==> src/rtl/sdr_rnd_pkg.sv <==
// Shared types for the sigma-delta rounder.
// Assumes nothing beyond IEEE 1800-2017 packages.
package sdr_rnd_pkg;
    // Outcome of a saturating add.
    typedef enum logic [1:0] {
        CLIP_NONE = 2'd0,
        CLIP_POS  = 2'd1,
        CLIP_NEG  = 2'd2
    } clip_kind_e;
endpackage

==> src/rtl/sdr_rnd_quant.sv <==
// Rounding quantizer: maps a signed W_IN value to W_OUT bits, rounding half
// away from zero and saturating at the top positive code. Also returns the
// signed residual (value minus rounded value scaled back up), SH+1 bits wide.
// Assumes W_IN > W_OUT >= 2. Purely combinational.
module sdr_rnd_quant #(
    parameter int W_IN  = 24,
    parameter int W_OUT = 18
) (
    input  logic signed [W_IN-1:0]        val_i,
    output logic signed [W_OUT-1:0]       q_o,
    output logic signed [W_IN-W_OUT:0]    err_o
);
    localparam int SH   = W_IN - W_OUT;
    localparam int HALF = 1 << (SH - 1);
    localparam logic [W_IN:0] BIAS_P = (W_IN+1)'(HALF);
    localparam logic [W_IN:0] BIAS_N = (W_IN+1)'(HALF - 1);
    localparam logic [W_OUT-1:0] Q_MAX = {1'b0, {(W_OUT-1){1'b1}}};

    logic [W_IN:0]    biased;
    logic [W_OUT:0]   rnd;
    logic [SH-1:0]    frac_unused;
    logic             ovf;

    // Add the half-step bias; negatives use one less so halves go downward.
    always_comb begin
        biased = {val_i[W_IN-1], val_i} + (val_i[W_IN-1] ? BIAS_N : BIAS_P);
    end

    // Floor-divide by 2^SH by dropping the fraction bits.
    assign {rnd, frac_unused} = biased;

    // Only a positive value can spill past W_OUT bits.
    assign ovf = rnd[W_OUT] ^ rnd[W_OUT-1];

    // Select the saturated or plain rounded code.
    always_comb begin
        q_o = ovf ? Q_MAX : rnd[W_OUT-1:0];
    end

    // Residual fits in SH+1 bits, so modular low-bit subtraction is exact.
    always_comb begin
        err_o = val_i[SH:0] - {q_o[0], {SH{1'b0}}};
    end
endmodule

==> src/rtl/sdr_sat_add.sv <==
// Saturating signed adder: sums two W-bit signed values and clamps the result
// to the signed W-bit range instead of wrapping. Combinational.
// Assumes W >= 2.
module sdr_sat_add
    import sdr_rnd_pkg::*;
#(
    parameter int W = 24
) (
    input  logic signed [W-1:0] a_i,
    input  logic signed [W-1:0] b_i,
    output logic signed [W-1:0] sum_o
);
    localparam logic [W-1:0] S_MAX = {1'b0, {(W-1){1'b1}}};
    localparam logic [W-1:0] S_MIN = {1'b1, {(W-1){1'b0}}};

    logic [W:0]  wide;
    clip_kind_e  kind;

    // Full-precision sum with one guard bit.
    always_comb begin
        wide = {a_i[W-1], a_i} + {b_i[W-1], b_i};
    end

    // Classify overflow from the guard and top bits.
    always_comb begin
        if (wide[W] == wide[W-1]) kind = CLIP_NONE;
        else if (wide[W])         kind = CLIP_NEG;
        else                      kind = CLIP_POS;
    end

    // Drive the clamped or plain result.
    always_comb begin
        case (kind)
            CLIP_POS: sum_o = S_MAX;
            CLIP_NEG: sum_o = S_MIN;
            default:  sum_o = wide[W-1:0];
        endcase
    end
endmodule

==> src/rtl/sdr_round_sd.sv <==
// Error-feedback sigma-delta rounder, top level. Each clock the loop register
// loads clip(din + sign-extended residual of the current loop value), and
// dout is the rounded loop value. Latency is one clock.
// Assumes W_IN > W_OUT >= 2, one sample per clock, synchronous active-low reset.
module sdr_round_sd #(
    parameter int W_IN  = 24,
    parameter int W_OUT = 18
) (
    input  logic                    clk,
    input  logic                    rst_n,
    input  logic signed [W_IN-1:0]  din,
    output logic signed [W_OUT-1:0] dout
);
    localparam int SH   = W_IN - W_OUT;
    localparam int E_W  = SH + 1;
    localparam int HALF = 1 << (SH - 1);
    localparam logic signed [W_OUT-1:0] Q_MAX = {1'b0, {(W_OUT-1){1'b1}}};
    localparam longint SAT_EDGE = (longint'(Q_MAX) <<< SH) - longint'(HALF);

    logic signed [W_IN-1:0] loop_q;
    logic signed [W_IN-1:0] loop_d;
    logic signed [E_W-1:0]  err;
    logic signed [W_IN-1:0] err_ext;

    sdr_rnd_quant #(.W_IN(W_IN), .W_OUT(W_OUT)) u_quant (
        .val_i (loop_q),
        .q_o   (dout),
        .err_o (err)
    );

    // Sign-extend the residual to the loop width.
    assign err_ext = {{(W_IN-E_W){err[E_W-1]}}, err};

    sdr_sat_add #(.W(W_IN)) u_add (
        .a_i   (din),
        .b_i   (err_ext),
        .sum_o (loop_d)
    );

    // Loop register, cleared by reset.
    always_ff @(posedge clk) begin
        if (!rst_n) loop_q <= '0;
        else        loop_q <= loop_d;
    end

    // residual within half a step when not saturated
    p_err_bound_r3: assert property (@(posedge clk) disable iff (!rst_n)
        (dout != Q_MAX) |-> (int'(err) >= -HALF && int'(err) <= HALF));

    // top code only near the ceiling
    p_sat_top_r4: assert property (@(posedge clk) disable iff (!rst_n)
        (dout == Q_MAX) |-> (longint'(loop_q) >= SAT_EDGE));

    // loop sum keeps the sign of two same-sign terms
    p_no_wrap_r5: assert property (@(posedge clk) disable iff (!rst_n)
        ($past(rst_n) && !din[W_IN-1] && !err[E_W-1]) |=> !loop_q[W_IN-1]);

    p_no_wrap_neg_r5: assert property (@(posedge clk) disable iff (!rst_n)
        ($past(rst_n) && rst_n && din[W_IN-1] && err[E_W-1]) |=> loop_q[W_IN-1]);

    // output is zero right after reset release
    p_reset_clear_r1: assert property (@(posedge clk) disable iff (!rst_n)
        !$past(rst_n) |-> (dout == '0));
endmodule

==> config.mk <==
export PLATFORM = sky130hd
export DESIGN_NAME = sdr_round_sd
export DESIGN_NICKNAME = d
export VERILOG_FILES = /design/src/rtl/sdr_rnd_pkg.sv /design/src/rtl/sdr_rnd_quant.sv /design/src/rtl/sdr_sat_add.sv /design/src/rtl/sdr_round_sd.sv
export SDC_FILE = /design/constraint.sdc
export NUM_CORES = 1
export LEC_CHECK = 0
export ABC_AREA = 1
export CAP_MARGIN = 40
export CORE_ASPECT_RATIO = 0.9
export CORE_UTILIZATION = 40
export CTS_BUF_LIST = sky130_fd_sc_hd__clkbuf_4
export DETAILED_ROUTE_END_ITERATION = 10
export HOLD_SLACK_MARGIN = 0.06
export PLACE_DENSITY = 0.68
export SLEW_MARGIN = 20
export SYNTH_ARGS = -nofsm -noshare
export SYNTH_HDL_FRONTEND = slang
export SYNTH_SLANG_ARGS = --single-unit
==> constraint.sdc <==
create_clock -name clk -period 6.55 [get_ports clk]
set_input_delay 0.655 -clock clk [delete_from_list [all_inputs] [get_ports clk]]
set_output_delay 0.655 -clock clk [all_outputs]
set_load 0.03 [all_outputs]
==> flow_metrics.env <==
export IMPL_wl_um=7550
export IMPL_cts_buffers=3
export IMPL_antenna_left=0
export IMPL_synth_warning_count=0
export IMPL_hp_start="loop_q[0]"
export IMPL_synthSimpleGateAreaFrac=0.467
export IMPL_required_ns=6.78
export IMPL_cts_root_buf="clkbuf_4"
export IMPL_grtUsageMet3=0.0110
export IMPL_port_buffer_count=43
export IMPL_reg2regPathDepth=35
export IMPL_viasPerCell=5.12
export IMPL_synth_compound_area_frac=0.166
export IMPL_nNetsFinal=572
export IMPL_cp_end_kind="flip-flop"
export IMPL_num_rows=29
export IMPL_seq_area_frac_synth=0.163
export IMPL_synth_top_family_by_area="simple AND/OR/NAND/NOR gates"
export IMPL_drive_gt1_frac=0.126
export IMPL_path_class="flip-flop to flip-flop"
export IMPL_final_setup_viol_count=0
export IMPL_r2r_slack_ns=0.58
export IMPL_async_reset_ff_frac=0
export IMPL_htreeDepth=1
export IMPL_r2r_start="loop_q[23]"
export IMPL_timing_slew_headroom=0.484
export IMPL_syn_nets=534
export IMPL_initial_core_util=0.416
export IMPL_routedWlPerCell_um=12.1
export IMPL_clkTransAtPathRegs_ns=0.11
export IMPL_yosys_top_cells_area="dfxtp_1, nand2_1, nand3_1, inv_1, a21oi_1"
export IMPL_hold_buffers=0
export IMPL_synthMuxAreaShare=0
export IMPL_drv_slew=0
export IMPL_first_iter_violations=168
export IMPL_cp_slowest_stage_delay_ns=0.50
export IMPL_maxCapViolations=0
export IMPL_core_area_sq_um=7080
export IMPL_synthFlopType="dfxtp_1"
export IMPL_dp_hpwl_um=6360
export IMPL_gr_max_usage_layer="met2"
export IMPL_die_area_sq_um=7700
export IMPL_yosysTopAreaCell="dfxtp_1"
export IMPL_clk_latency_ns=0.31
export IMPL_nFillCells=743
export IMPL_holdPathStages=3
export IMPL_clock_path_buffers=2
export IMPL_grt_first_pass_wirelength_um=12700
export IMPL_met1_usage=0.296
export IMPL_reg2reg_to="loop_q[20]"
export IMPL_area_delta_synth_final_pct=17.1
export IMPL_track_usage=0.200
export IMPL_largest_reg_flops=24
export IMPL_synth_area_sq_um=2940
export IMPL_dr_total_vias=3196
export IMPL_grt_pass1_vias=2834
export IMPL_hold_viol_final=0
export IMPL_period_needed_ns=5.97
export IMPL_reg_largest_list="loop_q x24"
export IMPL_die_w_um=92.4
export IMPL_fin_tns_setup_ns=0
export IMPL_routabilityCongestion=0.897
export IMPL_cp_slowest_cell="dfxtp_1"
export IMPL_crit_arrival_ns=6.20
export IMPL_crit_top_cell="nand2_1"
export IMPL_synth_edf_count=0
export IMPL_netlist_area_leader_share=0.163
export IMPL_antenna_found_initial=0
export IMPL_synthDistinctLibCells=39
export IMPL_overflow=0
export IMPL_regMostFlops="loop_q"
export IMPL_cts_tree="yes"
export IMPL_worst_slew_pin_slew_ns=0.763
export IMPL_avgSynthCellArea_sq_um=5.95
export IMPL_clock_fmax_ghz=0.168
export IMPL_ioPinCount=44
export IMPL_post_cts_buffers=0
export IMPL_synth_adder_area_share=0.0621
export IMPL_crit_fanout=23
export IMPL_drt_pass1_iter_count=4
export IMPL_final_setup_skew_ns=0.00440
export IMPL_die_h_um=83.4
export IMPL_syn_inst=494
export IMPL_status="finished clean"
export IMPL_min_to="loop_q[0]"
export IMPL_numClockSinks=24
export IMPL_hold_path_class="flip-flop to flip-flop"
export IMPL_synth_xor_area_share=0.00893
export IMPL_diodes=0
export IMPL_met2_usage=0.308
export IMPL_ys_ff_latch=24
export IMPL_finalCritPeriodShare=0.911
export IMPL_startpoint_type="flip-flop"
export IMPL_grt_max_degree=25
export IMPL_drc=0
export IMPL_rsz0062_at_grt="no"
[logic make-up after synthesis]
| family | Yosys count |
|---|---|
| flip-flops | 24 |
| AO/OA/AOI/OAI | 82 |
| AND/OR/NAND/NOR | 279 |
| adder cells (fa/ha/maj) | 14 |
| buffers and inverters | 92 |
| XOR/XNOR | 3 |
[Yosys cell counts (5+ instances only)]
| master | number |
|---|---|
| a21oi_1 | 35 |
| clkbuf_1 | 6 |
| dfxtp_1 | 24 |
| ha_1 | 13 |
| inv_1 | 76 |
| nand2_1 | 113 |
| nand2_2 | 24 |
| nand3_1 | 68 |
| nand4_1 | 8 |
| nor2_1 | 27 |
| nor2_2 | 14 |
| nor3_1 | 5 |
| o21ai_0 | 22 |
| o41ai_1 | 12 |
| or2_2 | 5 |
[worst max-delay path by stage]
| stage | slack [ns] | start | cells past startpoint | end |
|---|---|---|---|---|
| floorplan | 1.76 | loop_q[23] | 34 | loop_q[10] |
| global placement | 0.69 | loop_q[23] | 35 | loop_q[8] |
| detailed placement | 0.46 | loop_q[23] | 35 | loop_q[20] |
| CTS | 0.42 | loop_q[23] | 35 | loop_q[20] |
| global route | 0.02 | loop_q[23] | 35 | loop_q[20] |
| finish | 0.58 | loop_q[23] | 35 | loop_q[20] |
[worst max-delay path: cells and delay by family (launching register included)]
family,cells,cell delay (ns)
simple gates,22,2.87
flops,1,0.50
compound gates,4,0.77
buf+inv,6,0.79
fa+ha+maj,3,0.93
[repair_timing]
item                       in CTS  in global routing
hold endpoints to repair        0                  0
setup endpoints to repair       0                 23
gates resized for setup         0                  1
[cell type report]
type | instances | area [sq um] | area share
multi-input cells | 378 | 2070 | 0.602
flip-flops and latches | 24 | 480 | 0.140
repair buffers | 45 | 443 | 0.129
inverters | 80 | 303 | 0.0879
well taps | 93 | 116 | 0.0338
clock buffers | 3 | 22.5 | 0.00654
clock inverters | 1 | 3.75 | 0.00109
[per-layer routing]
metal	wire (um)	vias to the layer above
li1	-	1698
met5	0	-
met1	3890	1391
met3	360	13
met2	3160	94
met4	140	0
[stage by stage]
step | utilization | instance area, sq um | instances | setup slack [ns] | hold WS [ns]
after floorplan | - | 2940 | 494 | 1.76 | 0.611
after global placement | 0.482 | 3410 | 619 | 0.695 | 0.660
after detailed placement | 0.482 | 3410 | 619 | 0.462 | 0.668
after CTS | 0.486 | 3440 | 623 | 0.425 | 0.700
after global routing | 0.487 | 3440 | 624 | 0.0181 | 0.735
final | 0.487 | 3440 | 624 | 0.581 | 0.692
[cells in the final DEF (no fill, tap or decap), types with 2 or more instances in the layout]
| cell type | instances |
|---|---|
| nand2_1 | 112 |
| inv_1 | 76 |
| nand3_1 | 68 |
| clkdlybuf4s50_1 | 43 |
| a21oi_1 | 35 |
| nor2_1 | 27 |
| nand2_2 | 25 |
| dfxtp_1 | 24 |
| o21ai_0 | 22 |
| nor2_2 | 14 |
| ha_1 | 13 |
| o41ai_1 | 12 |
| nand4_1 | 8 |
| nor3_1 | 5 |
| or2_2 | 5 |
| nand2_4 | 4 |
| o21ai_1 | 4 |
| nor2_4 | 4 |
| xor2_1 | 3 |
| clkbuf_4 | 3 |
| inv_2 | 2 |
| a21oi_2 | 2 |
| a31oi_1 | 2 |
| nand3b_1 | 2 |
| clkinv_1 | 2 |
Power is left out: the tool's default activity adds up to more than one toggle a clock period on the data nets, which glitch-free logic cannot reach.
